$ cat src/rtl/ptw_pkg.sv
package ptw_pkg;
  localparam int AW = 32;
  localparam int CBW = 2;
  localparam int TW = 2;

  typedef enum logic [2:0] {
    ST_IDLE = 3'd0,
    ST_RD1  = 3'd1,
    ST_W1   = 3'd2,
    ST_RD2  = 3'd3,
    ST_W2   = 3'd4
  } walk_st_t;

  // descriptor type codes
  localparam logic [TW-1:0] T_NONE  = 2'd0;
  localparam logic [TW-1:0] T_ONE   = 2'd1;
  localparam logic [TW-1:0] T_TWO   = 2'd2;
  localparam logic [TW-1:0] T_THREE = 2'd3;

  function automatic logic [AW-1:0] first_addr(input logic [AW-1:0] base, input logic [AW-1:0] va);
    return {base[31:14], va[31:20], 2'b00};
  endfunction

  function automatic logic [AW-1:0] coarse_addr(input logic [AW-1:0] d, input logic [AW-1:0] va);
    return {d[31:10], va[19:12], 2'b00};
  endfunction

  function automatic logic [AW-1:0] fine_addr(input logic [AW-1:0] d, input logic [AW-1:0] va);
    return {d[31:12], va[19:10], 2'b00};
  endfunction

  function automatic logic [AW-1:0] section_pa(input logic [AW-1:0] d, input logic [AW-1:0] va);
    return {d[31:20], va[19:0]};
  endfunction

  function automatic logic [AW-1:0] page_pa(input logic [AW-1:0] d, input logic [AW-1:0] va);
    logic [AW-1:0] r;
    case (d[1:0])
      T_ONE:   r = {d[31:16], va[15:0]};
      T_TWO:   r = {d[31:12], va[11:0]};
      T_THREE: r = {d[31:10], va[9:0]};
      default: r = '0;
    endcase
    return r;
  endfunction
endpackage

$ cat src/rtl/ptw_l1_dec.sv
module ptw_l1_dec
  import ptw_pkg::*;
(
  input  logic [AW-1:0]  desc,
  input  logic [AW-1:0]  va,
  input  logic           tiny_en,
  output logic           is_fault,
  output logic           is_leaf,
  output logic [AW-1:0]  next_addr,
  output logic [AW-1:0]  leaf_pa,
  output logic [CBW-1:0] leaf_cb
);
  logic [TW-1:0] kind;
  assign kind = desc[1:0];

  always_comb begin
    is_fault  = 1'b0;
    is_leaf   = 1'b0;
    next_addr = '0;
    case (kind)
      T_NONE:  is_fault = 1'b1;
      T_ONE:   next_addr = coarse_addr(desc, va);
      T_TWO:   is_leaf = 1'b1;
      default: begin
        if (tiny_en) next_addr = fine_addr(desc, va);
        else         is_fault = 1'b1;
      end
    endcase
  end

  assign leaf_pa = section_pa(desc, va);
  assign leaf_cb = desc[3:2];
endmodule

$ cat src/rtl/ptw_l2_dec.sv
module ptw_l2_dec
  import ptw_pkg::*;
(
  input  logic [AW-1:0]  desc,
  input  logic [AW-1:0]  va,
  output logic           is_fault,
  output logic [AW-1:0]  page_out,
  output logic [CBW-1:0] page_cb
);
  assign is_fault = (desc[1:0] == T_NONE);
  assign page_out = page_pa(desc, va);
  assign page_cb  = desc[3:2];
endmodule

$ cat src/rtl/pt_walker.sv
module pt_walker
  import ptw_pkg::*;
(
  input  logic           clk,
  input  logic           rst,
  input  logic           req_valid,
  output logic           req_ready,
  input  logic [AW-1:0]  req_va,
  input  logic [AW-1:0]  req_base,
  input  logic           req_tiny_en,
  output logic           mem_req,
  output logic [AW-1:0]  mem_addr,
  input  logic           mem_rvalid,
  input  logic [AW-1:0]  mem_rdata,
  output logic           done,
  output logic [AW-1:0]  pa,
  output logic [CBW-1:0] cb,
  output logic           fault
);
  walk_st_t       st_q;
  logic [AW-1:0]  va_q;
  logic           tiny_q;
  logic [AW-1:0]  addr_q;
  logic           done_q;
  logic [AW-1:0]  pa_q;
  logic [CBW-1:0] cb_q;
  logic           fault_q;

  // named internal events
  logic accept;
  logic l1_resp;
  logic l2_resp;

  logic           l1_fault, l1_leaf;
  logic [AW-1:0]  l1_next, l1_pa;
  logic [CBW-1:0] l1_cb;
  logic           l2_fault;
  logic [AW-1:0]  l2_pa;
  logic [CBW-1:0] l2_cb;

  assign req_ready = (st_q == ST_IDLE);
  assign accept    = req_valid && req_ready;
  assign l1_resp   = (st_q == ST_W1) && mem_rvalid;
  assign l2_resp   = (st_q == ST_W2) && mem_rvalid;

  ptw_l1_dec u_l1 (
    .desc      (mem_rdata),
    .va        (va_q),
    .tiny_en   (tiny_q),
    .is_fault  (l1_fault),
    .is_leaf   (l1_leaf),
    .next_addr (l1_next),
    .leaf_pa   (l1_pa),
    .leaf_cb   (l1_cb)
  );

  ptw_l2_dec u_l2 (
    .desc     (mem_rdata),
    .va       (va_q),
    .is_fault (l2_fault),
    .page_out (l2_pa),
    .page_cb  (l2_cb)
  );

  always_ff @(posedge clk) begin
    if (rst) begin
      st_q    <= ST_IDLE;
      va_q    <= '0;
      tiny_q  <= 1'b0;
      addr_q  <= '0;
      done_q  <= 1'b0;
      pa_q    <= '0;
      cb_q    <= '0;
      fault_q <= 1'b0;
    end else begin
      done_q <= 1'b0;
      case (st_q)
        ST_IDLE: begin
          if (accept) begin
            va_q   <= req_va;
            tiny_q <= req_tiny_en;
            addr_q <= first_addr(req_base, req_va);
            st_q   <= ST_RD1;
          end
        end
        ST_RD1: st_q <= ST_W1;
        ST_W1: begin
          if (l1_resp) begin
            if (l1_fault) begin
              done_q  <= 1'b1;
              fault_q <= 1'b1;
              pa_q    <= '0;
              cb_q    <= '0;
              st_q    <= ST_IDLE;
            end else if (l1_leaf) begin
              done_q  <= 1'b1;
              fault_q <= 1'b0;
              pa_q    <= l1_pa;
              cb_q    <= l1_cb;
              st_q    <= ST_IDLE;
            end else begin
              addr_q <= l1_next;
              st_q   <= ST_RD2;
            end
          end
        end
        ST_RD2: st_q <= ST_W2;
        ST_W2: begin
          if (l2_resp) begin
            done_q  <= 1'b1;
            fault_q <= l2_fault;
            pa_q    <= l2_fault ? '0 : l2_pa;
            cb_q    <= l2_fault ? '0 : l2_cb;
            st_q    <= ST_IDLE;
          end
        end
        default: st_q <= ST_IDLE;
      endcase
    end
  end

  assign mem_req  = (st_q == ST_RD1) || (st_q == ST_RD2);
  assign mem_addr = addr_q;
  assign done     = done_q;
  assign pa       = pa_q;
  assign cb       = cb_q;
  assign fault    = fault_q;
endmodule

$ cat config.mk
export PLATFORM = sky130hd
export DESIGN_NAME = pt_walker
export DESIGN_NICKNAME = d
export VERILOG_FILES = /design/src/rtl/ptw_pkg.sv /design/src/rtl/ptw_l1_dec.sv /design/src/rtl/ptw_l2_dec.sv /design/src/rtl/pt_walker.sv
export SDC_FILE = /design/constraint.sdc
export NUM_CORES = 1
export LEC_CHECK = 0
export BUFFER_PORTS_ARGS = -buffer_cell sky130_fd_sc_hd__buf_2
export CORE_MARGIN = 3
export CORE_UTILIZATION = 42
export DETAILED_ROUTE_END_ITERATION = 10
export HOLD_SLACK_MARGIN = 0.05
export PLACE_DENSITY_LB_ADDON = 0.12
export SLEW_MARGIN = 20
export SYNTH_ARGS = -nofsm -noshare
export SYNTH_HDL_FRONTEND = slang
export SYNTH_SLANG_ARGS = --single-unit
$ cat constraint.sdc
create_clock -name clk -period 1.81 [get_ports clk]
set_input_delay 0.543 -clock clk [delete_from_list [all_inputs] [get_ports clk]]
set_output_delay 0.543 -clock clk [all_outputs]
set_load 0.01 [all_outputs]
==> metrics.txt, run 1 <==
nets=634; fin crit share=a little over nine tenths; CTS H-Tree Depth=3; Mapped Cells=380; ys flop type=dfxtp_1; Root Buffer=clkbuf_8; Fin. Hold Viols=0; Leakage=0.00230 µW; Area Overhead vs Synth=32.8%; Sequential Power Share=about half; Yosys top cell area share=around half; critical path peak fanout=10; Horiz. Die Dim=99.3 µm; synthesis-stage register bit count=90; # setup viols final=0; multi-input logic area=1720 µm²; Peak VDD IR=slightly above 0.4 mV; Buffers on Ports=approximately 150; wire length per cell=around 17 µm; placer congestion estimate=between 0.8 and 0.9; worst slew pin tran=721 ps; first-pass GRT wire length=around 17,000 µm; synthesized area=3660 µm²; utilization after layout=between 50% and 60%; top cells by count, synth=dfxtp_1, nand2_1, a211oi_1, a22o_1, nor2_1; die height=just under 100 µm; most numerous cell in the Yosys netlist=dfxtp_1; Worst Path Arrival=around 1200 ps; fin area=just under 5000 µm²; vias=~3,400; Fmax achieved=roughly 580 MHz; area leader, netlist=dfxtp_1; Post-synth EDFFs=0; largest net degree at the start of global routing=62; vias per cell=5.30; setup TNS=0 ps; initial core utilization=between 40% and 50%; vias in the first global route=approximately 3,300; Yosys cell types=46; n_diodes=0; Post-DRT Antenna Nets=0; slew margin rel.=between 50% and 60%; Cell Rows=33; RSZ-0062 raised after global routing=false; later-pin clock latency in the skew report=about 360 ps; overall routed net length=10,700 µm; Post-synth ARST share=0%; internal power=~3200 µW; Mean Syn Cell Area=9.63 µm²; pre-CTS worst setup slack=-370 ps; Ports=between 150 and 200; dpl hpwl=between 7000 and 8000 µm; worst hold path type=input port to flop; Sink Count=90; Worst setup SP type=flop; core box area=8340 µm²; DRC violations left=0; Final Max Slew Viols=0; synth warn=0; Sw Ratio=26.7%; NetSw=between 1000 and 1500 µW; clock transition at the registers of the reported paths=about 90 ps; final cell count without fillers=between 600 and 700; fill count=between 700 and 800; sequential share of the synthesized area=49.2%; P per Cell Area=890 nW/µm²; synth top area cells=dfxtp_1, a22o_1, a211oi_1, mux2i_1, nand2_1; CTS Hold Bufs=0; first-pass detailed-route iteration total=4; worst setup margin=82.4 ps; die outline area=around 9900 µm²; gr ovfl total=0; layout cells sized above 1=between 30% and 40%; dpl cell area=4590 µm²; CP Data Required Time=1270 ps; initial antenna violation count=1; clock power share=roughly a third; Final min period=1730 ps; CTS tree=yes; number of CTS-inserted buffers=9; Worst setup EP type=primary output; status=finished, final reports clean; skew final=about 11 ps; placed instance count=623; WS Path Type=flop to primary output; GR Util All Layers=21.2%; Comb pwr share=about 15%; DR iter-0 viols=124; max-cap violations=0; FF/Latch Area=about 1800 µm²; CTS max path bufs=2
==> power by group through the flow <==
| stage | logic [µW] | registers (µW) | clock network (µW) |
|---|---|---|---|
| 2_1_floorplan | 333 | 2230 | 0 |
| 3_3_place_gp | 640 | 2210 | 0 |
| 3_5_place_dp | 650 | 2210 | 0 |
| 4_1_cts | 663 | 2170 | 1510 |
| 5_1_grt | 736 | 2180 | 1620 |
| 6_report | 662 | 2170 | 1500 |
==> stage by stage <==
| step | total power [µW] | hold WS [ps] |
|---|---|---|
| floorplan | 2560 | 437 |
| global placement | 2850 | 441 |
| detailed placement | 2860 | 445 |
| CTS | 4340 | 394 |
| global route | 4540 | 393 |
| finish | 4330 | 398 |
==> layout make-up <==
class / instances / share of cell area [%]
clock buffers: 9 / 2.55
clock inverters: 6 / 1.88
inverters: 3 / 0.232
multi-input cells: 254 / 35.3
flip-flops and latches: 90 / 37.1
well taps: 105 / 2.70
repair buffers: 175 / 20.2
==> repair_timing <==
item	CTS	global route
resized for setup	5	1
pin swaps	2	3
setup endpoints to repair	30	21
buffers inserted	0	3
gates cloned	1	0
==> worst max-delay path, cell delays in order, from the launching register on <==
cell and delay (ps):
dfxtp_1 310, buf_4 170, nor3_4 190, buf_2 160
==> routing by layer <==
metal	vias up	part of all wire, %	global-route usage, %
li1	1705	-	-
met1	1571	46	29.1
met2	114	46	33.6
met3	13	7.1	4.98
met4	2	1.1	5.99
met5	-	0.12	0
==> sequential cells by signal, indices dropped and copies added, names as in the netlist <==
signal    count
pa           32
cb            2
st_q          3
fault         1
va_q         20
done          1
mem_addr     30
tiny_q        1
==> path summary, 6_finish.rpt <==
path | from | to | slack (ps) | depth (start not counted)
worst min-delay path | mem_rdata[2] | cb[0]$_SDFFE_PP0P_ | 400 | 2
worst min register to register | va_q[7]$_SDFFE_PP0P_ | va_q[7]$_SDFFE_PP0P_ | 460 | 2
worst max register to register | st_q[2]$_SDFFE_PP0P_ | pa[11]$_SDFFE_PP0P_ | 100 | 4
worst max-delay path | st_q[0]$_SDFFE_PP0P_ | req_ready | 80 | 3
==> layout by cell type (no fill, tap or decap), types with 3 or more instances in the layout <==
cell type  Yosys  routed
nand3_1        3       3
nor3b_2        2       3
dfxtp_1       90      88
o2bb2ai_1     14      14
a22o_1        24      24
nor3_4         1       3
inv_1          3       3
nand2_1       48      47
a211oi_1      27      27
mux2i_1       20      20
a22oi_1        5       5
buf_12         0       3
a221o_1       10      10
nor3_1         8       7
a32oi_1        4       4
buf_4          3      24
buf_2         10     148
clkbuf_8       0       9
o21ai_0       10      10
a21oi_1       22      22
nor2_1        23      23
==> kinds of logic (layout without fill, tap and decap cells) <==
group / count (synthesis) / after routing / share of synthesized area, %
AOI/OAI and AO/OA: 127 / 127 / 26.5
xor gates and xnor gates: 1 / 1 / 0.239
buffers and inverters: 38 / 193 / 4.96
DFF: 90 / 90 / 49.2
muxes: 20 / 20 / 5.47
other: 1 / 2 / 0.102
and+or+nand+nor: 103 / 104 / 13.5
Power figures use the tool's default switching activity.
==> inputs of run 2 (changes only) <==
CORE_UTILIZATION = 47   (was 42)
SYNTH_HIERARCHICAL = 1   (was not set)
==> metrics.txt, run 2 <==
status=finished, final reports clean; most frequent cells in the layout=buf_2, dfxtp_1, a211oi_2, a21oi_1, nand2_1; worst hold path type=input port to flop; FF/Latch Area=1850 µm² (+2.4%); worst slew pin tran=643 ps (-78.0 ps); NetSw=1500 µW (+30%); CP max-delay cell=dfxtp_1; multi-input logic area=2690 µm² (+57%); skew final=11.9 ps (+1.05 ps); Ports=171 (unchanged); Setup Buffers After CTS=0 (unchanged); vias per cell=5.45 (+2.7%); WS Path Type=flop to primary output; Fin. Hold Viols=0 (unchanged); Sink Count=92 (+2.2%); Area Overhead vs Synth=17.2%; first-pass GRT wire length=21,400 µm (+29%); later-pin clock latency in the skew report=370 ps (about the same); Horiz. Die Dim=111 µm (+11%); commonest non-fill, non-tap cell in the layout=buf_2; n_diodes=0 (unchanged); DRC violations left=0 (unchanged); # setup viols final=0 (unchanged); Final Max Slew Viols=0 (unchanged); CTS tree=yes; DR iter-0 viols=323 (+160%); CP cell instances=nor3_1, buf_2; worst stage delay on the critical path=400 ps (+90 ps); final cell count without fillers=797 (+24%); internal power=3180 µW (+0.17%); fin crit share=96.3% (+0.81 points); vias=4,342 (+28%); CP Data Required Time=1270 ps (about the same); vias in the first global route=4,114 (+26%); Sw Ratio=32.1% (+5.4 points); Root Buffer=clkbuf_8; layout cells sized above 1=41.5% (+3.5 points); Mean Syn Cell Area=9.28 µm² (-3.7%); initial core utilization=49.1% (+5.2 points); first-pass detailed-route iteration total=4 (unchanged); fill count=1,013 (+27%); Hold Slack=395 ps (-2.43 ps); Top delay family on crit path=flip-flops; Cell Rows=37 (+12%); RSZ-0062 raised after global routing=false; Peak VDD IR=0.443 mV (+7.4%); Leakage=0.00248 µW (+7.9%); Buffers on Ports=150 (+1.4%); Final min period=1740 ps (+14.7 ps); CTS H-Tree Depth=3 (unchanged); Worst Path Buf+Inv=1 (-1); die height=111 µm (+11%); placer congestion estimate=0.863 (+1.3%); gr ovfl total=0 (unchanged); Fmax achieved=574 MHz (-0.84%); max-cap violations=0 (unchanged); Comb pwr share=23.5% (+8.2 points); die outline area=12,200 µm² (+24%); Worst setup EP type=primary output; clock power share=27.9% (-6.7 points); GR Util All Layers=21.3% (+0.075 points); wire length per cell=16.5 µm (-0.64%); dpl hpwl=9890 µm (+33%); P per Cell Area=776 nW/µm² (-13%); Sequential Power Share=48.6% (-1.5 points); Post-DRT Antenna Nets=0 (unchanged); overall routed net length=13,200 µm (+23%); critical path peak fanout=8 (-2); synthesized area=5140 µm² (+40%); largest net degree at the start of global routing=43 (-31%); Worst setup SP type=flop; clock transition at the registers of the reported paths=100 ps (about the same); core box area=10,500 µm² (+25%); nets=757 (+19%); CTS max path bufs=2 (unchanged); Worst Path Arrival=1200 ps (+20 ps); slew margin rel.=57.1% (+5.3 points); placed instance count=781 (+25%); initial antenna violation count=0 (-1); number of CTS-inserted buffers=9 (unchanged); Mapped Cells=554 (+46%); synth warn=6 (+6)
## run 2: final cells by class
type                            count  area share (%)
Sequential cell                    92            30.7
Multi-Input combinational cell    369            44.7
Clock buffer                        9            2.06
Clock inverter                      7           0.956
Timing Repair Buffer              183            18.7
Tap cell                          136            2.83
Inverter                            1          0.0623
## run 2: stage by stage
stage               total power, µW  worst slack [ps]  TNS (ps)  utilization, %  area [µm²]
floorplan                      3090              13.3         0               -        5150
global placement               3390             -96.6     -2630            55.8        5840
detailed placement             3420              -160     -4400            55.8        5840
CTS                            4740              30.8         0            57.5        6020
global route                   4940              19.9         0            57.6        6020
finish                         4670              67.7         0            57.6        6020
## run 2: layer usage
metal | up-vias | wire (µm) | GRT usage (%)
li1 | 2165 | - | -
met1 | 2033 | 6000 | 29.1
met2 | 127 | 6320 | 34.4
met3 | 17 | 631 | 3.95
met4 | 0 | 221 | 6.08
met5 | - | 0 | 0
## run 2: worst register-to-register path: stages (launching register included)
cell and delay (ps):
dfxtp_1 360, nand3b_1 130, o21ai_2 70, and4bb_1 260, o21a_2 180, buf_12 240, nor2_1 100, a211oi_2 200
## run 2: timing repair
action | 4_1_cts | 5_1_grt
hold buffers | 0 | 0
endpoints found under the setup margin | 2 | 1
gates resized for setup | 2 | 1
## run 2: final timing paths
path,startpoint,endpoint,slack (ps),depth (start not counted)
max,st_q[2]$_SDFFE_PP0P_,req_ready,70,2
min,req_va[3],va_q[3]$_SDFFE_PP0P_,400,3
max reg2reg,tiny_q$_SDFFE_PP0P_,mem_addr[16]$_SDFFE_PP0P_,200,7
min reg2reg,mem_addr[0]$_SDFFE_PP0P_,mem_addr[0]$_SDFFE_PP0P_,470,2
## run 2: power groups by stage
stage | logic (µW) | registers (µW) | clock network [µW]
finish | 1100 | 2270 | 1310
global route | 1210 | 2290 | 1450
CTS | 1110 | 2270 | 1360
detailed placement | 1100 | 2320 | 0
global placement | 1080 | 2310 | 0
floorplan | 757 | 2340 | 0
